**src/rtl/lcd_init_pkg.sv**
```systemverilog
package lcd_init_pkg;

  localparam int NUM_CMDS = 8;
  localparam int CMD_W = $clog2(NUM_CMDS);
  localparam int BYTES_PER_CMD = 3;
  localparam logic [7:0] CTRL_CMD = 8'h00;

  typedef enum logic [1:0] {
    S_IDLE,
    S_ISSUE,
    S_WAIT,
    S_DELAY
  } seqStateT;

  typedef struct packed {
    logic clrSeq;
    logic nextByte;
    logic nextCmd;
    logic ldWait;
    logic decWait;
  } seqStrobeT;

  function automatic logic [7:0] initCmd(input logic [CMD_W-1:0] idx, input logic hi);
    logic [7:0] v;
    case (idx)
      3'd0:    v = 8'h38;
      3'd1:    v = 8'h39;
      3'd2:    v = 8'h14;
      3'd3:    v = hi ? 8'h79 : 8'h74;
      3'd4:    v = hi ? 8'h50 : 8'h54;
      3'd5:    v = hi ? 8'h6C : 8'h6F;
      3'd6:    v = 8'h0C;
      default: v = 8'h01;
    endcase
    return v;
  endfunction

endpackage

```
**src/rtl/lcd_init_dp.sv**
```systemverilog
module lcd_init_dp
  import lcd_init_pkg::*;
#(
  parameter logic [6:0] SLAVE_BASE = 7'h3C,
  parameter int WAIT_CMD = 40,
  parameter int WAIT_CLR = 2000
) (
  input  logic       clk,
  input  logic       rstN,
  input  seqStrobeT  stb,
  input  logic       supplyHigh,
  input  logic [1:0] addrSel,
  output logic [7:0] busByte,
  output logic       busStart,
  output logic       busStop,
  output logic       lastByte,
  output logic       lastCmd,
  output logic       waitOne
);

  localparam int MAX_WAIT = (WAIT_CMD > WAIT_CLR) ? WAIT_CMD : WAIT_CLR;
  localparam int WAIT_W = $clog2(MAX_WAIT + 1);
  localparam int BIDX_W = $clog2(BYTES_PER_CMD);

  logic [CMD_W-1:0]  cmdIdx;
  logic [BIDX_W-1:0] byteIdx;
  logic [WAIT_W-1:0] waitCnt;
  logic              cfgHi;
  logic [1:0]        cfgSel;

  always_ff @(posedge clk) begin
    if (!rstN) begin
      cmdIdx  <= '0;
      byteIdx <= '0;
      waitCnt <= '0;
      cfgHi   <= 1'b0;
      cfgSel  <= '0;
    end else begin
      if (stb.clrSeq) begin
        cmdIdx  <= '0;
        byteIdx <= '0;
        cfgHi   <= supplyHigh;
        cfgSel  <= addrSel;
      end
      if (stb.nextByte) byteIdx <= byteIdx + 1'b1;
      if (stb.nextCmd) begin
        cmdIdx  <= cmdIdx + 1'b1;
        byteIdx <= '0;
      end
      if (stb.ldWait) waitCnt <= lastCmd ? WAIT_W'(WAIT_CLR) : WAIT_W'(WAIT_CMD);
      else if (stb.decWait) waitCnt <= waitCnt - 1'b1;
    end
  end

  always_comb begin
    case (byteIdx)
      BIDX_W'(0): busByte = {SLAVE_BASE + 7'(cfgSel), 1'b0};
      BIDX_W'(1): busByte = CTRL_CMD;
      default:    busByte = initCmd(cmdIdx, cfgHi);
    endcase
  end

  assign busStart = (byteIdx == BIDX_W'(0));
  assign busStop  = (byteIdx == BIDX_W'(BYTES_PER_CMD - 1));
  assign lastByte = busStop;
  assign lastCmd  = (cmdIdx == CMD_W'(NUM_CMDS - 1));
  assign waitOne  = (waitCnt == WAIT_W'(1));

  // a framed address byte always carries a write bit and an in-range address
  a_r6_addr_frame: assert property (@(posedge clk) disable iff (!rstN)
    busStart |-> (busByte[0] == 1'b0 && (busByte[7:1] - SLAVE_BASE) < 7'd4));

  // the byte index never leaves the three-byte frame
  a_r3_frame_bound: assert property (@(posedge clk) disable iff (!rstN)
    stb.nextByte |-> !lastByte);

  // a wait counter is only counted down while it is above one
  a_r7_wait_floor: assert property (@(posedge clk) disable iff (!rstN)
    stb.decWait |-> waitCnt > WAIT_W'(1));

endmodule

```
**src/rtl/lcd_init_ctrl.sv**
```systemverilog
module lcd_init_ctrl
  import lcd_init_pkg::*;
(
  input  logic      clk,
  input  logic      rstN,
  input  logic      start,
  input  logic      busDone,
  input  logic      busAck,
  input  logic      lastByte,
  input  logic      lastCmd,
  input  logic      waitOne,
  output seqStrobeT stb,
  output logic      busReq,
  output logic      done,
  output logic      error
);

  seqStateT state, stateNxt;
  logic doneNxt, errorNxt;

  always_comb begin
    stb      = '0;
    stateNxt = state;
    doneNxt  = done;
    errorNxt = error;
    case (state)
      S_IDLE: if (start) begin
        stb.clrSeq = 1'b1;
        doneNxt    = 1'b0;
        errorNxt   = 1'b0;
        stateNxt   = S_ISSUE;
      end
      S_ISSUE: stateNxt = S_WAIT;
      S_WAIT: if (busDone) begin
        if (!busAck) begin
          errorNxt = 1'b1;
          stateNxt = S_IDLE;
        end else if (!lastByte) begin
          stb.nextByte = 1'b1;
          stateNxt     = S_ISSUE;
        end else begin
          stb.ldWait = 1'b1;
          stateNxt   = S_DELAY;
        end
      end
      S_DELAY: if (waitOne) begin
        if (lastCmd) begin
          doneNxt  = 1'b1;
          stateNxt = S_IDLE;
        end else begin
          stb.nextCmd = 1'b1;
          stateNxt    = S_ISSUE;
        end
      end else begin
        stb.decWait = 1'b1;
      end
      default: stateNxt = S_IDLE;
    endcase
  end

  always_ff @(posedge clk) begin
    if (!rstN) begin
      state <= S_IDLE;
      done  <= 1'b0;
      error <= 1'b0;
    end else begin
      state <= stateNxt;
      done  <= doneNxt;
      error <= errorNxt;
    end
  end

  assign busReq = (state == S_ISSUE);

  // one request at a time, never back to back
  a_r3_single_req: assert property (@(posedge clk) disable iff (!rstN)
    busReq |=> !busReq);

  // an unacknowledged byte ends the sequence with error
  a_r8_nack_abort: assert property (@(posedge clk) disable iff (!rstN)
    (state == S_WAIT && busDone && !busAck) |=> (error && !busReq && !done));

  // the two completion flags are exclusive
  a_r10_flags_excl: assert property (@(posedge clk) disable iff (!rstN)
    !(done && error));

  // while a sequence runs, a start pulse cannot bring back idle flags
  a_r9_busy_ignores_start: assert property (@(posedge clk) disable iff (!rstN)
    (state != S_IDLE && start) |=> (state != S_IDLE || done || error));

endmodule

```
**src/rtl/lcd_init_seq.sv**
```systemverilog
module lcd_init_seq
  import lcd_init_pkg::*;
#(
  parameter logic [6:0] SLAVE_BASE = 7'h3C,
  parameter int WAIT_CMD = 40,
  parameter int WAIT_CLR = 2000
) (
  input  logic       clk,
  input  logic       rstN,
  input  logic       start,
  input  logic       supplyHigh,
  input  logic [1:0] addrSel,
  output logic       busReq,
  output logic [7:0] busByte,
  output logic       busStart,
  output logic       busStop,
  input  logic       busDone,
  input  logic       busAck,
  output logic       done,
  output logic       error
);

  seqStrobeT stb;
  logic lastByte, lastCmd, waitOne;

  lcd_init_ctrl uCtrl (
    .clk(clk), .rstN(rstN), .start(start),
    .busDone(busDone), .busAck(busAck),
    .lastByte(lastByte), .lastCmd(lastCmd), .waitOne(waitOne),
    .stb(stb), .busReq(busReq), .done(done), .error(error)
  );

  lcd_init_dp #(
    .SLAVE_BASE(SLAVE_BASE), .WAIT_CMD(WAIT_CMD), .WAIT_CLR(WAIT_CLR)
  ) uDp (
    .clk(clk), .rstN(rstN), .stb(stb),
    .supplyHigh(supplyHigh), .addrSel(addrSel),
    .busByte(busByte), .busStart(busStart), .busStop(busStop),
    .lastByte(lastByte), .lastCmd(lastCmd), .waitOne(waitOne)
  );

endmodule

```
**config.mk**
```make
export PLATFORM = sky130hd
export DESIGN_NAME = lcd_init_seq
export DESIGN_NICKNAME = d
export VERILOG_FILES = /design/src/rtl/lcd_init_pkg.sv /design/src/rtl/lcd_init_dp.sv /design/src/rtl/lcd_init_ctrl.sv /design/src/rtl/lcd_init_seq.sv
export SDC_FILE = /design/constraint.sdc
export NUM_CORES = 1
export LEC_CHECK = 0
export BUFFER_PORTS_ARGS = -buffer_cell sky130_fd_sc_hd__buf_2
export CORE_MARGIN = 1
export CORE_UTILIZATION = 48
export CTS_BUF_LIST = sky130_fd_sc_hd__clkbuf_8 sky130_fd_sc_hd__clkbuf_16
export CTS_CLUSTER_DIAMETER = 120
export DETAILED_ROUTE_END_ITERATION = 16
export GPL_TIMING_DRIVEN = 0
export PLACE_DENSITY = 0.8
export SLEW_MARGIN = 15
export SYNTH_ARGS = -nofsm -noshare
export SYNTH_HDL_FRONTEND = slang
export SYNTH_HIERARCHICAL = 1
export SYNTH_SLANG_ARGS = --single-unit
```
**constraint.sdc**
```tcl
create_clock -name clk -period 2.8 [get_ports clk]
set_input_delay 0.14 -clock clk [delete_from_list [all_inputs] [get_ports clk]]
set_output_delay 0.14 -clock clk [all_outputs]
set_load 0.005 [all_outputs]
```
# Word-level counts from Yosys, hierarchy flattened
# Cells that the tools add are included.
[totals]
output_inout_bits = 13
reg_bits = 23
input_bits = 8
[classes]
bitwise = 1
reduce_logical = 12
eq_ne = 18
muxes = 41
n_addsub = 4
[ops]
columns = ["operator", "count"]
rows = [
  ["case mux 8 bit (7 select lines)", 1],
  ["two-way mux 11 bit", 3],
  ["two-way mux 1 bit", 21],
  ["two-way mux 2 bit", 8],
  ["case mux 8 bit (2 select lines)", 1],
  ["equality test 3 bit, second input constant", 4],
  ["equality test 11 x 1 -> 1 bit, second input constant", 1],
  ["subtractor 11 x 1 -> 11 bit, second input constant", 1],
  ["nonzero test 2 bit", 5],
  ["two-way mux 3 bit", 3],
  ["case mux 2 bit (4 select lines)", 1],
  ["AND reduction 4 bit", 2],
  ["adder 6 x 2 -> 7 bit, first input constant", 1],
  ["equality test 2 bit, second input constant", 3],
  ["equality test 3 x 2 -> 1 bit, second input constant", 2],
  ["inequality test 2 bit, second input constant", 3],
  ["equality test 2 x 1 -> 1 bit, second input constant", 2],
  ["logical NOT 2 bit", 2],
  ["two-way mux 4 bit", 1],
  ["inequality test 2 x 1 -> 1 bit, second input constant", 2],
  ["case mux 1 bit (2 select lines)", 2],
  ["adder 3 x 1 -> 3 bit, second input constant", 1],
  ["equality test 3 x 1 -> 1 bit, second input constant", 1],
  ["logical NOT 3 bit", 1],
  ["4 further kinds", 4],
]

# Depth between registers and ports, before layout
[logic_depth]
ltp_word = 6
ltp_mapped = 8
depth_no_buf = 8

# Modules after synthesis
# Netlist, hierarchy kept.
[modules_own_cells]
columns = ["module", "area_per_inst_um2", "seq_area_each_um2", "n_inst", "cells_each"]
rows = [
  ["lcd_init_dp", 1166.1, 380.4, 1, 136],
  ["lcd_init_ctrl", 219.0, 80.1, 1, 26],
]

# Worst setup path before layout
# No wires, ideal clock.
[synth_path]
path_kind = "reg2reg"
startpoint = "register uDp.waitCnt[1]"
endpoint = "register uDp.waitCnt[7]"
setup_time_ps = 76
arrival_ps = 2172
n_path_buf = 0
synth_period_minus_slack_ps = 2249
path_stages_with_launch = 9
required_ps = 2724
path_slack_ps = 551
cell_sequence = "dfxtp_1 -> inv_1 -> ha_1 -> or4b_2 -> nor3_1 -> nor2_1 -> or4b_1 -> or4_1 -> a31oi_1"
[synth_rtl]
columns = ["item", "line_no", "rtl"]
rows = [
  ["start, declared", "lcd_init_dp.sv:27", "logic [WAIT_W-1:0] waitCnt;"],
  ["start signal, assigned", "lcd_init_dp.sv:50", "if (stb.ldWait) waitCnt <= lastCmd ? WAIT_W'(WAIT_CLR) : WAIT_W'(WAIT_CMD);"],
  ["start signal, assigned", "lcd_init_dp.sv:51", "else if (stb.decWait) waitCnt <= waitCnt - 1'b1;"],
]

==> results.cfg <==
[outcome]
status = complete, no violations

[timing]
setup_tns_ns = 0
clock.fmax_ghz = 0.406
fin_ws_ns = 0.338
worstMarginPinSlew_ns = 0.664
slew_headroom_pct = 55.3
final.min_clock_period_ns = 2.46
hold_viol = 0
fin_crit_sh_pct = 87.9
setup_violations = 0
final.setup_skew_ns = 0.00264
rsz0062_at_grt = false
final_max_slew_viol_count = 0

[worst_setup_path]
crit_path_end_kind = register
worst-path-buf-inv = 1
worst_setup_path_start_kind = register
worstPathRequired_ns = 2.99
crit_path_cell_trace = inv_1, ha_1, or4b_2, nor3_2, nor2_1, or4b_1, or4_1, a31oi_1
crit_arrival_ns = 2.65
slowest_delay_ns = 0.57
path_max_fanout = 7
slowest_stage = or4b_1
crit_family = simple AND/OR/NAND/NOR gates
criticalPathCategory = reg -> reg

[die]
ios = 21
start_util_pct = 50.7
die_w_um = 55.7
dieArea_um2 = 3100
die_h_um = 55.7
core.rowCount = 19
core_um2 = 2730

[clock_network]
clk_pin_slew_ns = 0.08
tritoncts = built
cts_sinks = 23
clk_path_buf_depth = 2
post_cts_buffers = 0
cts_root_buf = clkbuf_8
cts_max_level = 1
clock_latency_ns = 0.26
cts_buffers = 3

[placed_design]
gp_congestion = 0.850
place_ws_ns = 0.199
dp_hpwl_um = 2160
io_buffers = 19

[route]
highest_layer = met4
wl_um = 2820
dr.pass1.iters = 5
wl_met2_um = 1390
wl_per_cell_um = 13.0
routed_via_density = 5.66
drt_iter0_drc = 39
via_count = 1222
final_antenna_net_count = 0
met3_wirelength_um = 88
wirelength_met1_um = 1280
drcViolationCount = 0

[synthesis]
yosys_warnings = 6
yosys-top-cells-count = 23 x dfxtp_1, 11 x a21oi_1, 11 x ha_1
syn-num-nets = 181
synth-seq-cells = 23
synth-main-ff-cell = dfxtp_1
yosysTopAreaCell = dfxtp_1
syn_inst = 162
synth-async-reset-ratio_pct = 0
synth_top_area_share_pct = 33.2
syn_area_per_cell_um2 = 8.55
ys_types = 43
yosysMostFrequentCell = dfxtp_1
synthTopCellsByArea = dfxtp_1 33%, ha_1 9.9%, a31oi_1 4.5%
yosysSeqAreaShare_pct = 33.2
synth_edf_count = 0
netlist_area_um2 = 1390

[final_layout]
fin_nets = 205
layout-drive-gt1-share_pct = 18.9
insertedDiodeCount = 0
post-route-util_pct = 57.6
area_growth_pct = 13.6

[power_and_ir_drop]
power_leakage_nw = 0.632
pwr-share-comb_pct = 10.9
seqPwrFrac_pct = 56.9
peakVddDrop_uv = 279
pwr-share-clk_pct = 32.3
p_per_area_nw_per_um2 = 388
sw_frac_of_total_pct = 23.7
p_sw_mw = 0.145
internal_power_mw = 0.466
power_mw = 0.611

[grt]
overflow = 0
antenna_found_initial = 0
gr-usage-all-layers_pct = 19.6
grt_max_degree = 13
grt_pass1_wl_um = 4890
first_global_vias = 1168

[run]
maxCapViolCount = 0

[min_path]
hold_class = in -> reg
worst paths after layout:
| check | from | endpoint | slack [ns] | cells past startpoint |
|---|---|---|---|---|
| max | uDp/waitCnt[1]$_SDFFE_PN0P_ | uDp/waitCnt[7]$_SDFFE_PN0P_ | 0.34 | 8 |
| min | addrSel[1] | uDp/cfgSel[1]$_SDFFE_PN0P_ | 0.15 | 3 |
| max reg2reg | uDp/waitCnt[1]$_SDFFE_PN0P_ | uDp/waitCnt[7]$_SDFFE_PN0P_ | 0.34 | 8 |
| min reg2reg | uDp/waitCnt[7]$_SDFFE_PN0P_ | uDp/waitCnt[7]$_SDFFE_PN0P_ | 0.51 | 2 |
through the flow:
| stage | instance area (um2) | hold WS (ns) | std cells |
|---|---|---|---|
| 4_1_cts | 1560 | 0.149 | 216 |
| 6_report | 1570 | 0.153 | 216 |
| 5_1_grt | 1570 | 0.147 | 216 |
| 3_3_place_gp | 1520 | 0.411 | 212 |
| 3_5_place_dp | 1520 | 0.421 | 212 |
| 2_1_floorplan | 1390 | 0.268 | 162 |
layer usage:
| metal | track usage (%) | vias up |
|---|---|---|
| met2 | 34.3 | 24 |
| met3 | 3.95 | 8 |
| met4 | 9.29 | 0 |
| met5 | 0 | - |
| met1 | 22.9 | 556 |
| li1 | - | 634 |
repair_timing:
action / CTS / global route
setup endpoints to repair: 0 / 2
resized for setup: 0 / 2
hold buffers: 0 / 0
power groups by stage:
stage	sequential, mW	clock, mW	combinational, mW
after floorplan	0.352	0	0.0465
after global placement	0.354	0	0.0631
after detailed placement	0.355	0	0.0657
after CTS	0.348	0.205	0.0663
after global routing	0.350	0.221	0.0749
final	0.348	0.197	0.0665
cell type report:
type,instances,area [um2]
fill,255,1160
multi-input combinational,122,862
sequential,23,460
timing repair buffer,19,95.1
clock buffer,3,41.3
inverter,11,41.3
tap,31,38.8
buffer,6,31.3
clock inverter,1,3.75
flip-flops by register name, summed over array words and instances (netlist names):
signal       count
uDp/cmdIdx       3
uDp/cfgSel       2
uCtrl/state      2
uCtrl/done       1
uDp/byteIdx      2
uCtrl/error      1
uDp/cfgHi        1
uDp/waitCnt     11
placed cells by master, fill, tap and decap left out, types with 4 or more instances in the layout:
cell      n
o31ai_1   6
o21ai_0   5
inv_1    11
ha_1     11
nor2b_1   8
mux2i_1   4
or4_1     6
nor3b_1   5
a21oi_1  11
nor2_1   10
a31oi_1  10
nand2_1   9
buf_2    20
dfxtp_1  23
worst register-to-register path, stage by stage (launching register included):
cell     delay, ns
dfxtp_1       0.37
inv_1         0.08
ha_1          0.17
or4b_2        0.20
nor3_2        0.06
nor2_1        0.36
or4b_1        0.57
or4_1         0.43
a31oi_1       0.16
kinds of logic after synthesis:
| logic type | Yosys count | share of synthesized area, % |
|---|---|---|
| AO/OA/AOI/OAI | 43 | 20.1 |
| other | 1 | 0.271 |
| XOR/XNOR | 4 | 2.53 |
| multiplexers | 4 | 2.89 |
| AND/OR/NAND/NOR | 59 | 25.8 |
| adder cells (fa/ha/maj) | 11 | 9.94 |
| flip-flops | 23 | 33.2 |
| buffers and inverters | 17 | 5.24 |
Note: power is estimated with default switching activity, not from simulation.
